## config.mk

```make
export PLATFORM = sky130hd
export DESIGN_NAME = wsContextSeq
export DESIGN_NICKNAME = d
export VERILOG_FILES = /design/src/rtl/wsCtxPkg.sv /design/src/rtl/wsCtxCtrl.sv /design/src/rtl/wsCtxDatapath.sv /design/src/rtl/wsContextSeq.sv
export SDC_FILE = /design/constraint.sdc
export NUM_CORES = 1
export LEC_CHECK = 0
export BUFFER_PORTS_ARGS = -buffer_cell sky130_fd_sc_hd__buf_2
export CAP_MARGIN = 15
export CORE_UTILIZATION = 30
export DETAILED_ROUTE_END_ITERATION = 10
export SLEW_MARGIN = 30
export SYNTH_ARGS = -nofsm -noshare
export SYNTH_HDL_FRONTEND = slang
export SYNTH_SLANG_ARGS = --single-unit
```

## constraint.sdc

```tcl
create_clock -name clk -period 7.4 [get_ports clk]
set_input_delay 0.37 -clock clk [delete_from_list [all_inputs] [get_ports clk]]
set_output_delay 0.37 -clock clk [all_outputs]
set_load 0.005 [all_outputs]
```

## src/rtl/wsCtxPkg.sv

```systemverilog
package wsCtxPkg;

  typedef enum logic [1:0] {
    OP_SWITCH = 2'd0,
    OP_RETURN = 2'd1,
    OP_LDWP   = 2'd2,
    OP_LDPCST = 2'd3
  } cmdOp_e;

  typedef enum logic [2:0] {
    SEL_VEC0   = 3'd0,
    SEL_VEC1   = 3'd1,
    SEL_SLOTWP = 3'd2,
    SEL_SLOTPC = 3'd3,
    SEL_SLOTST = 3'd4
  } addrSel_e;

  typedef struct packed {
    logic     latchVec;
    logic     capWp;
    logic     capPc;
    logic     commitSw;
    logic     commitRt;
    logic     loadWp;
    logic     loadPcSt;
    logic     baseNew;
    addrSel_e sel;
  } strobe_t;

endpackage

```

## src/rtl/wsCtxCtrl.sv

```systemverilog
module wsCtxCtrl
  import wsCtxPkg::*;
(
  input  logic       clk,
  input  logic       rstN,
  input  logic       cmdValid,
  input  logic [1:0] cmdOp,
  input  logic       memReady,
  output strobe_t    strb,
  output logic       memReq,
  output logic       memWe,
  output logic       busy
);

  typedef enum logic [3:0] {
    S_IDLE, S_SW_VWP, S_SW_VPC, S_SW_SWP, S_SW_SPC, S_SW_SST,
    S_RT_WP, S_RT_PC, S_RT_ST
  } state_e;

  state_e state, stateNext;

  always_ff @(posedge clk) begin
    if (!rstN) state <= S_IDLE;
    else       state <= stateNext;
  end

  always_comb begin
    strb      = '0;
    strb.sel  = SEL_VEC0;
    stateNext = state;
    memReq    = (state != S_IDLE);
    busy      = (state != S_IDLE);
    memWe     = (state == S_SW_SWP) || (state == S_SW_SPC) || (state == S_SW_SST);
    case (state)
      S_IDLE: begin
        if (cmdValid) begin
          case (cmdOp_e'(cmdOp))
            OP_SWITCH: begin strb.latchVec = 1'b1; stateNext = S_SW_VWP; end
            OP_RETURN: stateNext = S_RT_WP;
            OP_LDWP:   strb.loadWp = 1'b1;
            default:   strb.loadPcSt = 1'b1;
          endcase
        end
      end
      S_SW_VWP: begin
        strb.sel = SEL_VEC0;
        if (memReady) begin strb.capWp = 1'b1; stateNext = S_SW_VPC; end
      end
      S_SW_VPC: begin
        strb.sel = SEL_VEC1;
        if (memReady) begin strb.capPc = 1'b1; stateNext = S_SW_SWP; end
      end
      S_SW_SWP: begin
        strb.sel = SEL_SLOTWP; strb.baseNew = 1'b1;
        if (memReady) stateNext = S_SW_SPC;
      end
      S_SW_SPC: begin
        strb.sel = SEL_SLOTPC; strb.baseNew = 1'b1;
        if (memReady) stateNext = S_SW_SST;
      end
      S_SW_SST: begin
        strb.sel = SEL_SLOTST; strb.baseNew = 1'b1;
        if (memReady) begin strb.commitSw = 1'b1; stateNext = S_IDLE; end
      end
      S_RT_WP: begin
        strb.sel = SEL_SLOTWP;
        if (memReady) begin strb.capWp = 1'b1; stateNext = S_RT_PC; end
      end
      S_RT_PC: begin
        strb.sel = SEL_SLOTPC;
        if (memReady) begin strb.capPc = 1'b1; stateNext = S_RT_ST; end
      end
      S_RT_ST: begin
        strb.sel = SEL_SLOTST;
        if (memReady) begin strb.commitRt = 1'b1; stateNext = S_IDLE; end
      end
      default: stateNext = S_IDLE;
    endcase
  end

endmodule

```

## src/rtl/wsCtxDatapath.sv

```systemverilog
module wsCtxDatapath
  import wsCtxPkg::*;
#(
  parameter int WORD_W   = 16,
  parameter int NUM_REGS = 16
) (
  input  logic              clk,
  input  logic              rstN,
  input  strobe_t           strb,
  input  logic [WORD_W-1:0] cmdArg,
  input  logic [WORD_W-1:0] cmdSt,
  input  logic [WORD_W-1:0] memRdata,
  output logic [WORD_W-1:0] memAddr,
  output logic [WORD_W-1:0] memWdata,
  output logic [WORD_W-1:0] wp,
  output logic [WORD_W-1:0] pc,
  output logic [WORD_W-1:0] st
);

  localparam int BYTES      = WORD_W / 8;
  localparam int ALIGN_BITS = $clog2(BYTES);
  localparam int SLOT_FIRST = NUM_REGS - 3;
  localparam logic [WORD_W-1:0] ALIGN_MASK = ~WORD_W'((1 << ALIGN_BITS) - 1);
  localparam logic [WORD_W-1:0] WORD_STEP  = WORD_W'(BYTES);

  logic [WORD_W-1:0] wpQ, pcQ, stQ, vecQ, tmpWp, tmpPc;
  logic [WORD_W-1:0] slotBase, rawAddr;
  logic [WORD_W-1:0] slotAddr [3];

  assign slotBase = strb.baseNew ? tmpWp : wpQ;

  for (genvar k = 0; k < 3; k++) begin : g_slot
    assign slotAddr[k] = slotBase + WORD_W'((SLOT_FIRST + k) * BYTES);
  end

  always_comb begin
    case (strb.sel)
      SEL_VEC0:   rawAddr = vecQ;
      SEL_VEC1:   rawAddr = vecQ + WORD_STEP;
      SEL_SLOTWP: rawAddr = slotAddr[0];
      SEL_SLOTPC: rawAddr = slotAddr[1];
      SEL_SLOTST: rawAddr = slotAddr[2];
      default:    rawAddr = vecQ;
    endcase
    case (strb.sel)
      SEL_SLOTWP: memWdata = wpQ;
      SEL_SLOTPC: memWdata = pcQ;
      SEL_SLOTST: memWdata = stQ;
      default:    memWdata = '0;
    endcase
  end

  assign memAddr = rawAddr & ALIGN_MASK;

  always_ff @(posedge clk) begin
    if (!rstN) begin
      wpQ   <= '0;
      pcQ   <= '0;
      stQ   <= '0;
      vecQ  <= '0;
      tmpWp <= '0;
      tmpPc <= '0;
    end else begin
      if (strb.latchVec) vecQ <= cmdArg;
      if (strb.capWp)    tmpWp <= memRdata & ALIGN_MASK;
      if (strb.capPc)    tmpPc <= memRdata;
      if (strb.loadWp)   wpQ <= cmdArg & ALIGN_MASK;
      if (strb.loadPcSt) begin
        pcQ <= cmdArg;
        stQ <= cmdSt;
      end
      if (strb.commitSw) begin
        wpQ <= tmpWp;
        pcQ <= tmpPc;
      end
      if (strb.commitRt) begin
        wpQ <= tmpWp;
        pcQ <= tmpPc;
        stQ <= memRdata;
      end
    end
  end

  assign wp = wpQ;
  assign pc = pcQ;
  assign st = stQ;

endmodule

```

## src/rtl/wsContextSeq.sv

```systemverilog
module wsContextSeq
  import wsCtxPkg::*;
#(
  parameter int WORD_W   = 16,
  parameter int NUM_REGS = 16
) (
  input  logic              clk,
  input  logic              rstN,
  input  logic              cmdValid,
  input  logic [1:0]        cmdOp,
  input  logic [WORD_W-1:0] cmdArg,
  input  logic [WORD_W-1:0] cmdSt,
  output logic              busy,
  output logic [WORD_W-1:0] wp,
  output logic [WORD_W-1:0] pc,
  output logic [WORD_W-1:0] st,
  output logic              memReq,
  output logic              memWe,
  output logic [WORD_W-1:0] memAddr,
  output logic [WORD_W-1:0] memWdata,
  input  logic [WORD_W-1:0] memRdata,
  input  logic              memReady
);

  strobe_t strb;

  wsCtxCtrl u_ctrl (
    .clk      (clk),
    .rstN     (rstN),
    .cmdValid (cmdValid),
    .cmdOp    (cmdOp),
    .memReady (memReady),
    .strb     (strb),
    .memReq   (memReq),
    .memWe    (memWe),
    .busy     (busy)
  );

  wsCtxDatapath #(.WORD_W(WORD_W), .NUM_REGS(NUM_REGS)) u_dp (
    .clk      (clk),
    .rstN     (rstN),
    .strb     (strb),
    .cmdArg   (cmdArg),
    .cmdSt    (cmdSt),
    .memRdata (memRdata),
    .memAddr  (memAddr),
    .memWdata (memWdata),
    .wp       (wp),
    .pc       (pc),
    .st       (st)
  );

endmodule

```

==> metrics.txt <==
RSZ-0062 raised after global routing=no; number of enable flip-flop cells after synthesis=0; number of register bits inferred by synthesis=97; Hold-fix buffers, CTS=0; Final Cycle Share=62.2%; sequential area share after synthesis=32.0%; Layout area overhead=18.2%; Data arrival, critical path=4.24 ns; GRT Residual Overflow=0; WL/cell=18.5 um; # Max-Cap Violations=0; Max VDD drop=0.000136 V; CP required=7.03 ns; initial antenna violation count=0; Max Clk Rate=0.217 GHz; Reg clk slew, reported paths=0.06 ns; first-pass detailed-route iteration total=5; number of DRC markers in iteration 0=510; Clock H-tree levels=3; final setup fails=0; Clk Latency, worst-skew pair=0.34 ns; Worst setup EP type=output pin; first-pass GRT wire length=32800 um; fillcell total=2141; Clock Tree Buf Depth=2; distinct cell type count after synthesis=72; synth top area cells=dfxtp_1 32%, nand2_1 9.3%, mux2i_1 5.4%; Slowest-stage cell, CP=dfxtp_1; Synth Instances=779; Slew @ Worst Pin=0.992 ns; Nets=934; R2R Path Start=u_ctrl.state[2]; RR Endpoint=u_dp.wp[9]; WHS Endpoint=u_dp.st[5]; I/O pins=137; Die X=144 um; detailed placement HPWL=15600 um; Reg2Reg Depth=7; Final Skew=0.00888 ns; DR DRC count=0; Syn Area/Cell=7.80 um^2; CTS Buf Count=9; WHS=0.285 ns; status=completed; die area=0.0208 mm^2; pin count of the biggest net entering global routing=62; Tot GR Track Use=20.7%; Post-synth ARST share=0%; post-layout min period=4.61 ns; # clock sinks=97; CP startpoint kind=flop; PortBufs=134; CP max FO=25; ANT nets after route=0; leading area contributor after synthesis=dfxtp_1; row count=51; largest stage delay on the critical path=0.87 ns; warnings from Yosys=0; Setup Buffers After CTS=0; R2R Setup Slk=4.36 ns; starting density of the core=30.9%; Post-Syn Area=0.00607 mm^2; commonest cells after routing, fill and taps aside=150 x nand2_1, 134 x buf_2, 97 x dfxtp_1; CP bufs+invs=2; root buffer cell=clkbuf_16; hold crit path type=input pin to flop; CTS tree=built; Post-CTS Resized=0; core area=0.0197 mm^2; TNS Setup=0 ns; final hold viol count=0; max_slew headroom=33.4%; Setup CP Type=flop to output pin; commonest non-fill, non-tap cell in the layout=nand2_1; Final Wtd Congestion=0.939; vias in the first global route=5617; # diodes=0; worst hold path cell count=3; area share of the largest cell type after synthesis=32.0%; top_reg_cell synth=dfxtp_1; DR vias=6253; kind of cell adding the most delay to the critical path=compound AO/OA/AOI/OAI gates; share of cells above drive strength 1=21.9%; count of final max-slew check failures=0; Die Ht=144 um; Power per Cell Area=209 mW/mm^2; hold_sp=cmdSt[5]; critical-path cell list=nand3b_1 > nand3_1 > a2bb2oi_1 > ha_1 > inv_1 > a211o_1 > o211ai_1 > o311ai_1 > nor4_1 > mux2_1 > a31oi_1 > buf_2; drt via density=5.46; Leak Pwr=0.00299 uW; Final Routed Wirelength=21200 um
## cells by family (layout without fill, tap and decap cells)
logic type / after synthesis / count (layout) / share of synthesized area (%)
and+or+nand+nor: 327 / 327 / 24.4
AOI/OAI and AO/OA: 197 / 197 / 26.3
DFF: 97 / 97 / 32.0
buffers and inverters: 89 / 190 / 6.37
muxes: 36 / 36 / 6.00
xor gates and xnor gates: 28 / 28 / 4.04
adders and majority gates: 4 / 4 / 0.948
other: 1 / 2 / 0.0617
## power by group
group / switching, uW / leakage (uW) / internal (uW)
clock: 202 / 0.000122 / 227
combinational: 282 / 0.00208 / 179
sequential: 53.7 / 0.000786 / 556
total: 537 / 0.00299 / 962
## worst max-delay path by stage
| stage | startpoint | to | slack (ns) | cells after the start |
|---|---|---|---|---|
| after floorplan | u_ctrl.state[3] | memAddr[10] | 3.73 | 14 |
| after global placement | u_ctrl.state[2] | memAddr[14] | 3.27 | 12 |
| after detailed placement | u_ctrl.state[2] | memAddr[14] | 3.21 | 12 |
| after CTS | u_ctrl.state[2] | memAddr[14] | 2.83 | 12 |
| after global routing | u_ctrl.state[2] | memAddr[14] | 2.43 | 12 |
| final | u_ctrl.state[2] | memAddr[14] | 2.79 | 12 |
## worst register-to-register path, cell delays in order, from the launching register on
cell and delay, ns:
dfxtp_1 0.58, or2_4 0.44, nor2_1 0.49, nand3_1 0.20, nor2_1 0.13, nand2_1 0.55
mux2i_1 0.28, a211oi_1 0.28
## flip-flops by register name, indices dropped and copies added (netlist names)
register      cells
u_dp.pc          16
u_dp.st          16
u_dp.tmpPc       16
u_dp.tmpWp       15
u_dp.vecQ        15
u_dp.wp          15
u_ctrl.state      4
## synthesized netlist by cell type (5+ instances only)
cell type,count
nor3_1,11
xnor2_1,12
clkbuf_1,40
buf_2,12
a22oi_1,6
nand3_1,24
and3_1,6
a21boi_0,15
a21oi_1,33
nor2_1,72
a221o_1,8
a211oi_1,18
nand4_1,6
a311oi_1,29
o221ai_2,5
or2_2,7
dfxtp_1,97
nor2b_1,18
nand2_1,151
inv_1,28
o21ai_0,12
a222oi_1,17
nand2b_1,9
o22ai_1,7
mux2i_1,33
xor2_1,16
a31oi_1,10
## layer usage
layer	GRT usage, %	vias up	wire [um]
li1	-	3002	-
met1	30.6	2962	10100
met2	31.0	266	9270
met3	2.95	23	1580
met4	5.37	0	306
met5	0	-	0
## per-stage QoR
step                      setup WS (ns)  total power (uW)  instance area (um^2)  cells  utilization [%]
final                              2.79              1500                  7180   1146             36.5
after global routing               2.43              1580                  7180   1146             36.5
after CTS                          2.83              1500                  7170   1146             36.5
after detailed placement           3.21              1080                  6910   1130             35.2
after global placement             3.27              1070                  6900   1130             35.1
after floorplan                    3.73               922                  6080    780                -
## area by class of cell
| cell class | instances | area, um^2 | share of cell area (%) |
|---|---|---|---|
| Timing Repair Buffer | 146 | 761 | 10.6 |
| Tap cell | 265 | 332 | 4.62 |
| Sequential cell | 97 | 1940 | 27.0 |
| Clock inverter | 5 | 32.5 | 0.453 |
| Clock buffer | 11 | 233 | 3.24 |
| Inverter | 28 | 105 | 1.46 |
| Multi-Input combinational cell | 594 | 3780 | 52.6 |
(Power assumes the default switching activity.)
